`config.mk`:
```
export PLATFORM = sky130hd
export DESIGN_NAME = mcu_port_cell
export DESIGN_NICKNAME = d
export VERILOG_FILES = /design/src/rtl/port_cell_pkg.sv /design/src/rtl/port_regs.sv /design/src/rtl/port_addr_latch.sv /design/src/rtl/port_pin_slice.sv /design/src/rtl/mcu_port_cell.sv
export SDC_FILE = /design/constraint.sdc
export NUM_CORES = 1
export LEC_CHECK = 0
export ABC_AREA = 1
export BUFFER_PORTS_ARGS = -buffer_cell sky130_fd_sc_hd__buf_2
export CAP_MARGIN = 0
export CORE_ASPECT_RATIO = 0.6
export CORE_MARGIN = 2
export CORE_UTILIZATION = 40
export CTS_CLUSTER_DIAMETER = 60
export DETAILED_ROUTE_END_ITERATION = 16
export GPL_TIMING_DRIVEN = 0
export MAX_ROUTING_LAYER = met4
export PLACE_DENSITY = 0.75
export SYNTH_ARGS = -nofsm -noshare
export SYNTH_HDL_FRONTEND = slang
export SYNTH_SLANG_ARGS = --single-unit
export TNS_END_PERCENT = 100
```
`constraint.sdc`:
```
create_clock -name clk -period 1.1 [get_ports clk]
set_clock_uncertainty 0.2 [all_clocks]
set_input_delay 0.055 -clock clk [delete_from_list [all_inputs] [get_ports clk]]
set_output_delay 0.055 -clock clk [all_outputs]
set_load 0.01 [all_outputs]
```
`src/rtl/port_cell_pkg.sv`:
```
package port_cell_pkg;

  typedef enum logic [1:0] {
    SEL_FUNC = 2'd0,
    SEL_DIR  = 2'd1,
    SEL_DOUT = 2'd2,
    SEL_MODE = 2'd3
  } reg_sel_e;

  localparam int MODE_ADDR_HI   = 0;
  localparam int MODE_DATA_PORT = 1;
  localparam int MODE_ADDR_OUT  = 2;

endpackage

```
`src/rtl/port_regs.sv`:
```
module port_regs
  import port_cell_pkg::*;
#(
  parameter int W = 8
) (
  input  logic         clk,
  input  logic         rst,
  input  logic [1:0]   sel,
  input  logic         wr,
  input  logic [W-1:0] wdata,
  input  logic [W-1:0] pin_in,
  output logic [W-1:0] func_q,
  output logic [W-1:0] dir_q,
  output logic [W-1:0] dout_q,
  output logic [W-1:0] mode_q,
  output logic [W-1:0] rdata
);

  logic [W-1:0] rd_next;

  always_ff @(posedge clk) begin
    if (rst) begin
      func_q <= '0;
      dir_q  <= '0;
      dout_q <= '0;
      mode_q <= '0;
    end else if (wr) begin
      case (reg_sel_e'(sel))
        SEL_FUNC: func_q <= wdata;
        SEL_DIR:  dir_q  <= wdata;
        SEL_DOUT: dout_q <= wdata;
        SEL_MODE: mode_q <= wdata;
        default:  ;
      endcase
    end
  end

  always_comb begin
    case (reg_sel_e'(sel))
      SEL_FUNC: rd_next = func_q;
      SEL_DIR:  rd_next = dir_q;
      SEL_DOUT: rd_next = (dout_q & dir_q) | (pin_in & ~dir_q);
      SEL_MODE: rd_next = mode_q;
      default:  rd_next = '0;
    endcase
  end

  always_ff @(posedge clk) begin
    if (rst) rdata <= '0;
    else     rdata <= rd_next;
  end

endmodule

```
`src/rtl/port_addr_latch.sv`:
```
module port_addr_latch #(
  parameter int W  = 8,
  parameter int AW = 2 * W
) (
  input  logic          clk,
  input  logic          rst,
  input  logic          ale,
  input  logic          hi_sel,
  input  logic [AW-1:0] bus_addr,
  output logic [W-1:0]  alat
);

  logic [W-1:0] byte_pick;

  assign byte_pick = hi_sel ? bus_addr[2*W-1:W] : bus_addr[W-1:0];

  always_ff @(posedge clk) begin
    if (rst)      alat <= '0;
    else if (ale) alat <= byte_pick;
  end

endmodule

```
`src/rtl/port_pin_slice.sv`:
```
module port_pin_slice (
  input  logic func_alt,
  input  logic dir_bit,
  input  logic dout_bit,
  input  logic addr_bit,
  input  logic addr_out,
  input  logic mcell_bit,
  input  logic pterm_bit,
  input  logic od_en,
  output logic drv,
  output logic en
);

  logic src;
  logic en_raw;

  always_comb begin
    if (func_alt) src = mcell_bit;
    else if (addr_out) src = addr_bit;
    else src = dout_bit;
    en_raw = func_alt ? pterm_bit : dir_bit;
    if (od_en) begin
      drv = 1'b0;
      en  = en_raw & ~src;
    end else begin
      drv = src;
      en  = en_raw;
    end
  end

endmodule

```
`src/rtl/mcu_port_cell.sv`:
```
module mcu_port_cell
  import port_cell_pkg::*;
#(
  parameter int W  = 8,
  parameter int AW = 2 * W
) (
  input  logic          clk,
  input  logic          rst,
  input  logic [1:0]    reg_sel,
  input  logic          reg_wr,
  input  logic [W-1:0]  reg_wdata,
  output logic [W-1:0]  reg_rdata,
  input  logic          ale,
  input  logic [AW-1:0] bus_addr,
  input  logic [W-1:0]  mcell,
  input  logic [W-1:0]  pterm,
  input  logic          dp_rd,
  input  logic          dp_wr,
  input  logic [W-1:0]  dp_rdata,
  output logic [W-1:0]  dp_wdata,
  input  logic [W-1:0]  pin_in,
  output logic [W-1:0]  pin_out,
  output logic [W-1:0]  pin_oe,
  output logic [W-1:0]  imc_o
);

  localparam int OD_LO = W / 2;

  logic [W-1:0] func_q, dir_q, dout_q, mode_q;
  logic [W-1:0] alat;
  logic [W-1:0] od_vec;
  logic [W-1:0] slice_drv, slice_en;
  logic [W-1:0] out_next, oe_next;
  logic         data_port;

  assign data_port = mode_q[MODE_DATA_PORT];

  port_regs #(.W(W)) u_regs (
    .clk    (clk),
    .rst    (rst),
    .sel    (reg_sel),
    .wr     (reg_wr),
    .wdata  (reg_wdata),
    .pin_in (pin_in),
    .func_q (func_q),
    .dir_q  (dir_q),
    .dout_q (dout_q),
    .mode_q (mode_q),
    .rdata  (reg_rdata)
  );

  port_addr_latch #(.W(W), .AW(AW)) u_alat (
    .clk      (clk),
    .rst      (rst),
    .ale      (ale),
    .hi_sel   (mode_q[MODE_ADDR_HI]),
    .bus_addr (bus_addr),
    .alat     (alat)
  );

  for (genvar i = 0; i < W; i++) begin : g_pin
    if (i >= OD_LO) begin : g_od
      assign od_vec[i] = mode_q[i];
    end else begin : g_pp
      assign od_vec[i] = 1'b0;
    end

    port_pin_slice u_slice (
      .func_alt  (func_q[i]),
      .dir_bit   (dir_q[i]),
      .dout_bit  (dout_q[i]),
      .addr_bit  (alat[i]),
      .addr_out  (mode_q[MODE_ADDR_OUT]),
      .mcell_bit (mcell[i]),
      .pterm_bit (pterm[i]),
      .od_en     (od_vec[i]),
      .drv       (slice_drv[i]),
      .en        (slice_en[i])
    );
  end

  always_comb begin
    if (data_port) begin
      out_next = dp_rdata;
      oe_next  = {W{dp_rd}};
    end else begin
      out_next = slice_drv;
      oe_next  = slice_en;
    end
  end

  always_ff @(posedge clk) begin
    if (rst) begin
      pin_out  <= '0;
      pin_oe   <= '0;
      imc_o    <= '0;
      dp_wdata <= '0;
    end else begin
      pin_out <= out_next;
      pin_oe  <= oe_next;
      imc_o   <= pin_in;
      if (data_port && dp_wr) dp_wdata <= pin_in;
    end
  end

endmodule

```
==> flow_summary.ini, run 1 <==
[grt]
use_met2_pct = 46.4
grt_pass1_wl_um = 19200
grt_max_degree = 13
top_usage_layer = met2
grt_pass1_vias = 3826
grt_usage_pct = 29.6
grt.met3_usage_pct = 6.98
antenna_found_initial = 0
use_met1_pct = 37.5
gr-total-overflow = 0

[floorplanning]
fp-row-count = 25
die_w_um = 121
initial_utilization_pct = 41.5
die_area_um2 = 8990
ios = 104
core_um2 = 7910
fp.dieH_um = 74.2

[finish]
fin_nets = 665
final_common_cell = buf_2
antenna_cells = 0
syn_to_final_growth_pct = 65.9
mostFrequentLayoutCells = buf_2 (103), dfxtp_1 (64), dlygate4sd3_1 (52)
final_cells = 714
drive_gt1_share_pct = 43.1
fill_cells = 611

[status]
outcome = finished, violations left
violations = hold timing, setup timing

[sta]
hold_viol_final = 15
fmax_ghz = 0.801
tightest_slew_ns = 0.566
max_slew_margin_pct = 62.3
setup_viol = 33
holdWs_ns = -0.161
min_period_over_period_pct = 113
worst_slack_ns = -0.148
period_minus_slack_ns = 1.25
rsz0062_at_grt = true
final_max_slew_viol_count = 0

[clocking]
clk_latency_ns = 0.34
clk_pin_slew_ns = 0.06
cts_tree = built
cts_max_level = 3
clockBufferDepth = 2
clock_sinks = 80
numCtsBuffers = 9
cts_root_buf = clkbuf_16

[routing]
drc = 0
ant_nets = 0
drt_iter0_drc = 415
finalWirelength_um = 13000
firstDrtPassIters = 6
vias_per_cell = 5.50
wl_per_cell_um = 18.2
vias = 3924

[setup_path]
crit_path_end_kind = flop
arrival_ns = 1.28
cp_max_fo = 5
critPathLaunchType = flop
critPathRequiredTime_ns = 1.13
path_cells = inv_6, bufbuf_16, o21ai_2, a21oi_1
critPathKind = flop to flop
path_buf_inv = 2
crit_slowest_cell = dfxtp_4
slowest_delay_ns = 0.41
cp_top_family = flip-flops

[synth]
avgSynthCellArea_um2 = 7.87
yosysTopAreaCell = dfxtp_1
yosys_warnings = 0
synth_top_cells_by_area = dfxtp_1 (49%), o21ai_0 (11%), a21oi_1 (9.4%)
ys_seq_area_share_pct = 48.7
ys_ff_latch = 80
synth_top_area_share_pct = 48.7
syn_inst = 418
syn_nets = 482
synth.cell_area_um2 = 3290
synth_cell_type_count = 25

[pwr]
power_density_nw_per_um2 = 1370
ir_drop_v = 0.000726
p_total_w = 0.00749
p_leak_nw = 2.44

[placement]
gp_congestion = 0.927
io_buffers = 101
dp_hpwl_um = 7840
dpl.cell_count = 627
place_ws_ns = -0.313

[hold_path]
worstHoldPathType = input port to flop

[job]
cap_violations = 0
sequential cells by signal, indices dropped and copies added, names as in the netlist:
signal and count:
pin_out 8, dp_wdata 8, u_regs.rdata 8, pin_oe 8, imc_o 8, u_regs.func_q 8, u_regs.dout_q 8, u_regs.dir_q 8
u_regs.mode_q 8, u_alat.alat 8
logic make-up after synthesis:
family / count (synthesis) / share of synthesized area [%]
compound gates: 168 / 27.7
simple gates: 96 / 13.4
flops: 80 / 48.7
buf+inv: 74 / 10.2
worst paths after layout:
| kind | from | endpoint | slack (ns) | cells after the start |
|---|---|---|---|---|
| max reg2reg | u_regs.mode_q[1] | pin_out[6] | -0.15 | 4 |
| min reg2reg | u_regs.dout_q[7] | u_regs.dout_q[7] | 0.28 | 2 |
| max | u_regs.mode_q[1] | pin_out[6] | -0.15 | 4 |
| min | rst | pin_oe[1] | -0.16 | 2 |
metal layers:
metal | vias up | part of all wire [%]
li1 | 1790 | -
met1 | 1846 | 42
met2 | 245 | 45
met3 | 43 | 10
met4 | 0 | 2.6
met5 | - | 0
final cells by class:
cell class | instances | area, um2 | share of cell area (%)
inverter | 54 | 235 | 4.31
clock buffer | 14 | 294 | 5.39
clock inverter | 2 | 10.0 | 0.184
sequential | 80 | 1630 | 29.9
buffer | 20 | 169 | 3.10
timing repair buffer | 171 | 1270 | 23.3
timing repair inverter | 1 | 16.3 | 0.298
multi-input combinational | 264 | 1700 | 31.1
tap | 108 | 135 | 2.48
worst reg2reg max path, stage by stage (launching register included):
cell	delay [ns]
dfxtp_4	0.41
inv_6	0.06
bufbuf_16	0.28
o21ai_2	0.13
a21oi_1	0.06
power breakdown:
part           switching, W  internal, W
Combinational      0.000732     0.000606
Sequential        0.0000980      0.00308
Clock               0.00115      0.00183
cells in the mapped netlist, drive strengths merged:
| cell | instances |
|---|---|
| dfxtp | 80 |
| o21ai | 80 |
| a21oi | 66 |
| inv | 53 |
| nand2 | 52 |
| nand3 | 24 |
| nor2 | 16 |
| o211ai | 15 |
| buf | 14 |
| a31oi | 7 |
| clkbuf | 6 |
| or2 | 4 |
| clkinv | 1 |
repair_timing:
item	4_1_cts	5_1_grt
resized for setup	103	60
endpoints found under the hold margin	79	14
cloned	4	0
setup endpoints to repair	36	53
setup buffers	14	1
pin swaps	18	24
hold buffers	52	1
through the flow:
| stage | TNS, ns | utilization [%] | cell area, um2 |
|---|---|---|---|
| after floorplan | -0.0187 | - | 3320 |
| final | -2.88 | 68.9 | 5450 |
| after global placement | -13.70 | 50.0 | 3960 |
| after global routing | -4.00 | 68.9 | 5450 |
| after CTS | -2.02 | 66.2 | 5240 |
| after detailed placement | -14.82 | 50.0 | 3960 |
No activity file was read; power rests on OpenSTA's default activity.
==> inputs of run 2 (changes only) <==
--- a/config.mk
+++ b/config.mk
@@ -8,14 +8,13 @@
 export ABC_AREA = 1
 export BUFFER_PORTS_ARGS = -buffer_cell sky130_fd_sc_hd__buf_2
 export CAP_MARGIN = 0
-export CORE_ASPECT_RATIO = 0.6
 export CORE_MARGIN = 2
-export CORE_UTILIZATION = 40
+export CORE_UTILIZATION = 46
 export CTS_CLUSTER_DIAMETER = 60
 export DETAILED_ROUTE_END_ITERATION = 16
 export GPL_TIMING_DRIVEN = 0
 export MAX_ROUTING_LAYER = met4
-export PLACE_DENSITY = 0.75
+export PLACE_DENSITY = 0.83
 export SYNTH_ARGS = -nofsm -noshare
 export SYNTH_HDL_FRONTEND = slang
 export SYNTH_SLANG_ARGS = --single-unit
==> flow_summary.ini, run 2 (same netlist as run 1, synthesis figures left out) <==
[setup_path]
regToRegEndpoint = u_alat.alat[1]
path_cells = buf_12, clkinv_8, nand2_4, nand3_2, o211ai_1, inv_1
critPathKind = flop to flop
crit_path_end_kind = flop
slowest_delay_ns = 0.36
arrival_ns = 1.30
path_buf_inv = 3
critPathRequiredTime_ns = 1.15
r2r_cells = 6
critPathLaunchType = flop
cp_top_family = flip-flops
cp_max_fo = 6
r2r_slack_ns = -0.14
r2r-start = u_regs.mode_q[0]
crit_slowest_cell = dfxtp_2

[grt]
grt_max_degree = 14
grt_pass1_vias = 3702
grt_pass1_wl_um = 18000
grt_usage_pct = 31.8
gr-total-overflow = 0
antenna_found_initial = 0

[sta]
finalSetupTns_ns = -2.26
hold_viol_final = 14
worst_slack_ns = -0.145
final_max_slew_viol_count = 0
fmax_ghz = 0.803
tightest_slew_ns = 0.572
max_slew_margin_pct = 61.9
period_minus_slack_ns = 1.24
min_period_over_period_pct = 113
setup_viol = 35
holdWs_ns = -0.0538
rsz0062_at_grt = true

[routing]
firstDrtPassIters = 6
drc = 0
vias = 4019
ant_nets = 0
drt_iter0_drc = 620
finalWirelength_um = 12800
wl_per_cell_um = 18.1
vias_per_cell = 5.69

[floorplanning]
fp.dieH_um = 88.5
fp-row-count = 30
die_w_um = 88.5
initial_utilization_pct = 47.9
ios = 104
die_area_um2 = 7840
core_um2 = 6870

[finish]
final_common_cell = buf_2
drive_gt1_share_pct = 40.7
syn_to_final_growth_pct = 57.5
antenna_cells = 0
fin_nets = 670
mostFrequentLayoutCells = buf_2 (104), dfxtp_1 (59), dlygate4sd3_1 (59)
final_core_util_pct = 75.4

[clocking]
cts_root_buf = clkbuf_8
cts_max_level = 3
clk_pin_slew_ns = 0.09
cts_tree = built
numCtsBuffers = 9
clk_latency_ns = 0.36
clock_sinks = 80
clockBufferDepth = 2

[placement]
dp_hpwl_um = 6990
place_ws_ns = -0.314
gp_congestion = 0.922
io_buffers = 101

[pwr]
p_leak_nw = 2.31
power_density_nw_per_um2 = 1220
ir_drop_v = 0.000777

[status]
outcome = finished, violations left
violations = hold timing, setup timing

[hold_path]
worstHoldPathType = input port to flop
hp-start = dp_wr
hold_path_end = dp_wdata[5]
holdPathStages = 5

[job]
cap_violations = 0
## run 2: cell count changes in the layout (fill, tap and decap cells not counted), moves of 4 or more
cell | before | now
nand2_4 | 14 | 10
o21ai_4 | 4 | 0
clkbuf_8 | 5 | 10
clkbuf_16 | 9 | 0
dfxtp_1 | 64 | 59
o21ai_2 | 15 | 6
buf_8 | 5 | 0
dfxtp_2 | 13 | 19
dlygate4sd3_1 | 52 | 59
o21ai_1 | 19 | 26
o21ai_0 | 42 | 48
## run 2: tightest hold or removal path: stages
cell	delay (ns)
buf_2	0.10
nand2_2	0.08
inv_4	0.06
o21ai_0	0.13
a21oi_1	0.05
## run 2: metrics by stage
stage	cell area, um2	total power (W)	std cells
4_1_cts	4930	0.00613	698
3_3_place_gp	3940	0.00405	615
2_1_floorplan	3320	0.00370	418
6_report	5180	0.00634	706
5_1_grt	5180	0.00655	706
3_5_place_dp	3940	0.00408	615
## run 2: how the worst max path moves through the flow
stage               depth (start not counted)  slack [ns]              end        startpoint
floorplan                                   5       -0.02  u_regs.rdata[1]  u_regs.mode_q[1]
global placement                            5       -0.30       pin_out[6]               rst
detailed placement                          5       -0.31      dp_wdata[2]               rst
CTS                                         6       -0.09        pin_oe[6]  u_regs.mode_q[1]
global route                                6       -0.18        pin_oe[6]  u_regs.mode_q[1]
finish                                      6       -0.14   u_alat.alat[1]  u_regs.mode_q[0]
## run 2: metal layers
layer	vias up	track usage (%)	wire, um
li1	1790	-	-
met1	1828	36.8	4670
met2	321	53.5	6160
met3	80	4.20	1250
met4	0	17.2	733
met5	-	-	0
## run 2: cell type report
class                      instances  area, um2
timing repair inverter             1       16.3
multi-input combinational        264       1590
inverter                          54        233
clock inverter                     6       37.5
clock buffer                       9        124
tap                               96        120
fill                             457       1690
timing repair buffer             176       1250
sequential                        80       1630
buffer                            20        171
## run 2: what timing repair did
item / 4_1_cts / 5_1_grt
endpoints found under the setup margin: 35 / 54
resized for setup: 61 / 69
buffers inserted: 9 / 3
hold buffers: 54 / 5
pin swaps: 10 / 8
endpoints found under the hold margin: 80 / 17
cloned: 5 / 0
## run 2: where the power goes
part	internal [W]	switching (W)	total (W)	leakage, nW
combinational	0.000579	0.000694	0.00127	1.57
clock	0.000793	0.00110	0.00189	0.0769
sequential	0.00307	0.000101	0.00318	0.667
==> inputs of run 3 (changes only) <==
--- a/config.mk
+++ b/config.mk
@@ -9,7 +9,7 @@
 export BUFFER_PORTS_ARGS = -buffer_cell sky130_fd_sc_hd__buf_2
 export CAP_MARGIN = 0
 export CORE_MARGIN = 2
-export CORE_UTILIZATION = 46
+export CORE_UTILIZATION = 47
 export CTS_CLUSTER_DIAMETER = 60
 export DETAILED_ROUTE_END_ITERATION = 16
 export GPL_TIMING_DRIVEN = 0
@@ -17,5 +17,6 @@
 export PLACE_DENSITY = 0.83
 export SYNTH_ARGS = -nofsm -noshare
 export SYNTH_HDL_FRONTEND = slang
+export SYNTH_HIERARCHICAL = 1
 export SYNTH_SLANG_ARGS = --single-unit
 export TNS_END_PERCENT = 100
==> flow_summary.ini, run 3 <==
[status]
outcome = finished, violations left
violations = hold timing, setup timing

[synth]
synth_most_common_cell = nand2_1
synth_top_area_share_pct = 42.7
synth_cell_type_count = 21
yosys_warnings = 6
avgSynthCellArea_um2 = 6.48
synth-compound-area-share_pct = 8.27
yosysTopAreaCell = dfxtp_1
synth.area.mux_share_pct = 0
synth_top_family_by_area = simple AND/OR/NAND/NOR gates
synth_top_cells_by_area = dfxtp_1 (43%), nand2_1 (18%), nor2_1 (10%)
ys_ff_latch = 80
synth-main-ff-cell = dfxtp_1
synthTopCellsByCount = nand2_1 (178), nor2_1 (102), dfxtp_1 (80)
syn_inst = 579
synthAdderAreaFrac_pct = 0
async_flop_share_pct = 0
synth_edf_count = 0
yosys.area_share.simple_pct = 36.7
ys_seq_area_share_pct = 42.7
synthXorXnorAreaFrac_pct = 0
synth.cell_area_um2 = 3750

[placement]
io_buffers = 102
placed_cell_area_um2 = 4430
gp_congestion = 0.904
dpl.cell_count = 790
dp_hpwl_um = 7470

[setup_path]
critPathRequiredTime_ns = 1.19
crit_top_cell = nand2_1
arrival_ns = 1.48
regToRegEndpoint = pin_oe[7]
r2r-start = u_regs/mode_q[2]
path_cells = buf_8, inv_1, nand2_1, nand3_2, nand3_2, nand2_1, inv_1, nand2_1, a21oi_2
r2r_cells = 9
r2r_slack_ns = -0.29
crit_slowest_cell = dfxtp_4
critPathLaunchType = flop
crit_path_end_kind = flop
critPathKind = flop to flop
slowest_delay_ns = 0.44
cp_max_fo = 8

[sta]
final_max_slew_viol_count = 0
setup_viol = 21
tightest_slew_ns = 0.603
period_minus_slack_ns = 1.39
min_period_over_period_pct = 126
hold_viol_final = 7
fmax_ghz = 0.720
max_slew_margin_pct = 59.8
rsz0062_at_grt = true
worst_slack_ns = -0.289
holdWs_ns = -0.0238

[grt]
grt_max_degree = 13
gr-total-overflow = 0
grt_usage_pct = 29.6
grt_pass1_wl_um = 19400
grt_pass1_vias = 4256
antenna_found_initial = 0

[hold_path]
hp-start = rst
worstHoldPathType = input port to flop
holdPathStages = 3
hold_path_end = u_regs/dout_q[7]

[clocking]
cts_tree = built
clk_latency_ns = 0.35
clock_sinks = 80
clockBufferDepth = 2
clk_pin_slew_ns = 0.09
cts_max_level = 3
numCtsBuffers = 9
cts_root_buf = clkbuf_8

[finish]
mostFrequentLayoutCells = nand2_1 (155), buf_2 (110), nor2_1 (100)
final_cell_area_um2 = 5520
fin_nets = 828
final_cells = 871
drive_gt1_share_pct = 31.5
syn_to_final_growth_pct = 47.1
antenna_cells = 0
final_common_cell = nand2_1

[floorplanning]
core_um2 = 7730
initial_utilization_pct = 48.5
die_w_um = 93.3
fp.dieH_um = 93.3
die_area_um2 = 8710
fp-row-count = 32
ios = 104

[pwr]
p_leak_nw = 2.83
p_total_w = 0.00685
power_density_nw_per_um2 = 1240
ir_drop_v = 0.000660

[routing]
firstDrtPassIters = 7
drt_iter0_drc = 524
vias = 4510
ant_nets = 0
drc = 0
vias_per_cell = 5.18
wl_per_cell_um = 15.1
finalWirelength_um = 13200

[job]
cap_violations = 0
run 3: worst max path at each step:
| stage | start | end | slack [ns] | cells past startpoint |
|---|---|---|---|---|
| after CTS | u_regs/mode_q[2] | pin_oe[7] | -0.23 | 9 |
| after detailed placement | reg_wr | u_regs/func_q[6] | -0.38 | 6 |
| after floorplan | u_regs/func_q[4] | pin_oe[4] | -0.04 | 7 |
| after global placement | rst | u_regs/func_q[6] | -0.36 | 6 |
| after global routing | u_regs/mode_q[2] | pin_oe[5] | -0.33 | 9 |
| final | u_regs/mode_q[2] | pin_oe[7] | -0.29 | 9 |
run 3: cell families (layout without fill, tap and decap cells):
group           after synthesis  count (layout)
compound gates               62              62
flops                        80              80
other cells                   1               8
buf+inv                      99             282
simple gates                337             337
run 3: timing repair:
item,in CTS,in global routing
cloned,0,1
hold buffers,53,1
endpoints found under the setup margin,33,55
pin swaps,17,26
setup buffers,8,5
endpoints found under the hold margin,80,4
gates resized for setup,21,69
run 3: report_power, final:
part / switching, W / total (W) / internal (W)
registers: 0.0000994 / 0.00316 / 0.00306
logic: 0.000730 / 0.00130 / 0.000574
clock network: 0.00105 / 0.00239 / 0.00134
run 3: final cells by class:
| class | instances | area [um2] |
|---|---|---|
| Timing Repair Buffer | 169 | 1160 |
| Tap cell | 102 | 128 |
| Multi-Input combinational cell | 407 | 1940 |
| Inverter | 78 | 304 |
| Fill cell | 554 | 2210 |
| Clock inverter | 3 | 65.1 |
| Buffer | 19 | 141 |
| Clock buffer | 13 | 149 |
| Sequential cell | 80 | 1630 |
run 3: routing by layer:
metal	share of wire, %	GRT usage, %	up-vias
li1	-	-	2126
met1	37	32.4	1975
met2	48	50.8	322
met3	9.1	5.40	87
met4	5.8	16.2	0
met5	0	-	-
run 3: critical path: cells and delay by family, from the launching register on:
kind	cells	cell delay, ns
flip-flops	1	0.44
AO/OA/AOI/OAI	1	0.10
AND/OR/NAND/NOR	5	0.35
buffers and inverters	3	0.25
run 3: stage by stage:
step / utilization (%) / TNS (ns) / setup WS (ns)
floorplan: - / -0.318 / -0.0408
global placement: 57.3 / -11.84 / -0.360
detailed placement: 57.3 / -12.72 / -0.378
CTS: 68.6 / -2.60 / -0.225
global route: 71.4 / -4.48 / -0.335
finish: 71.4 / -3.39 / -0.289
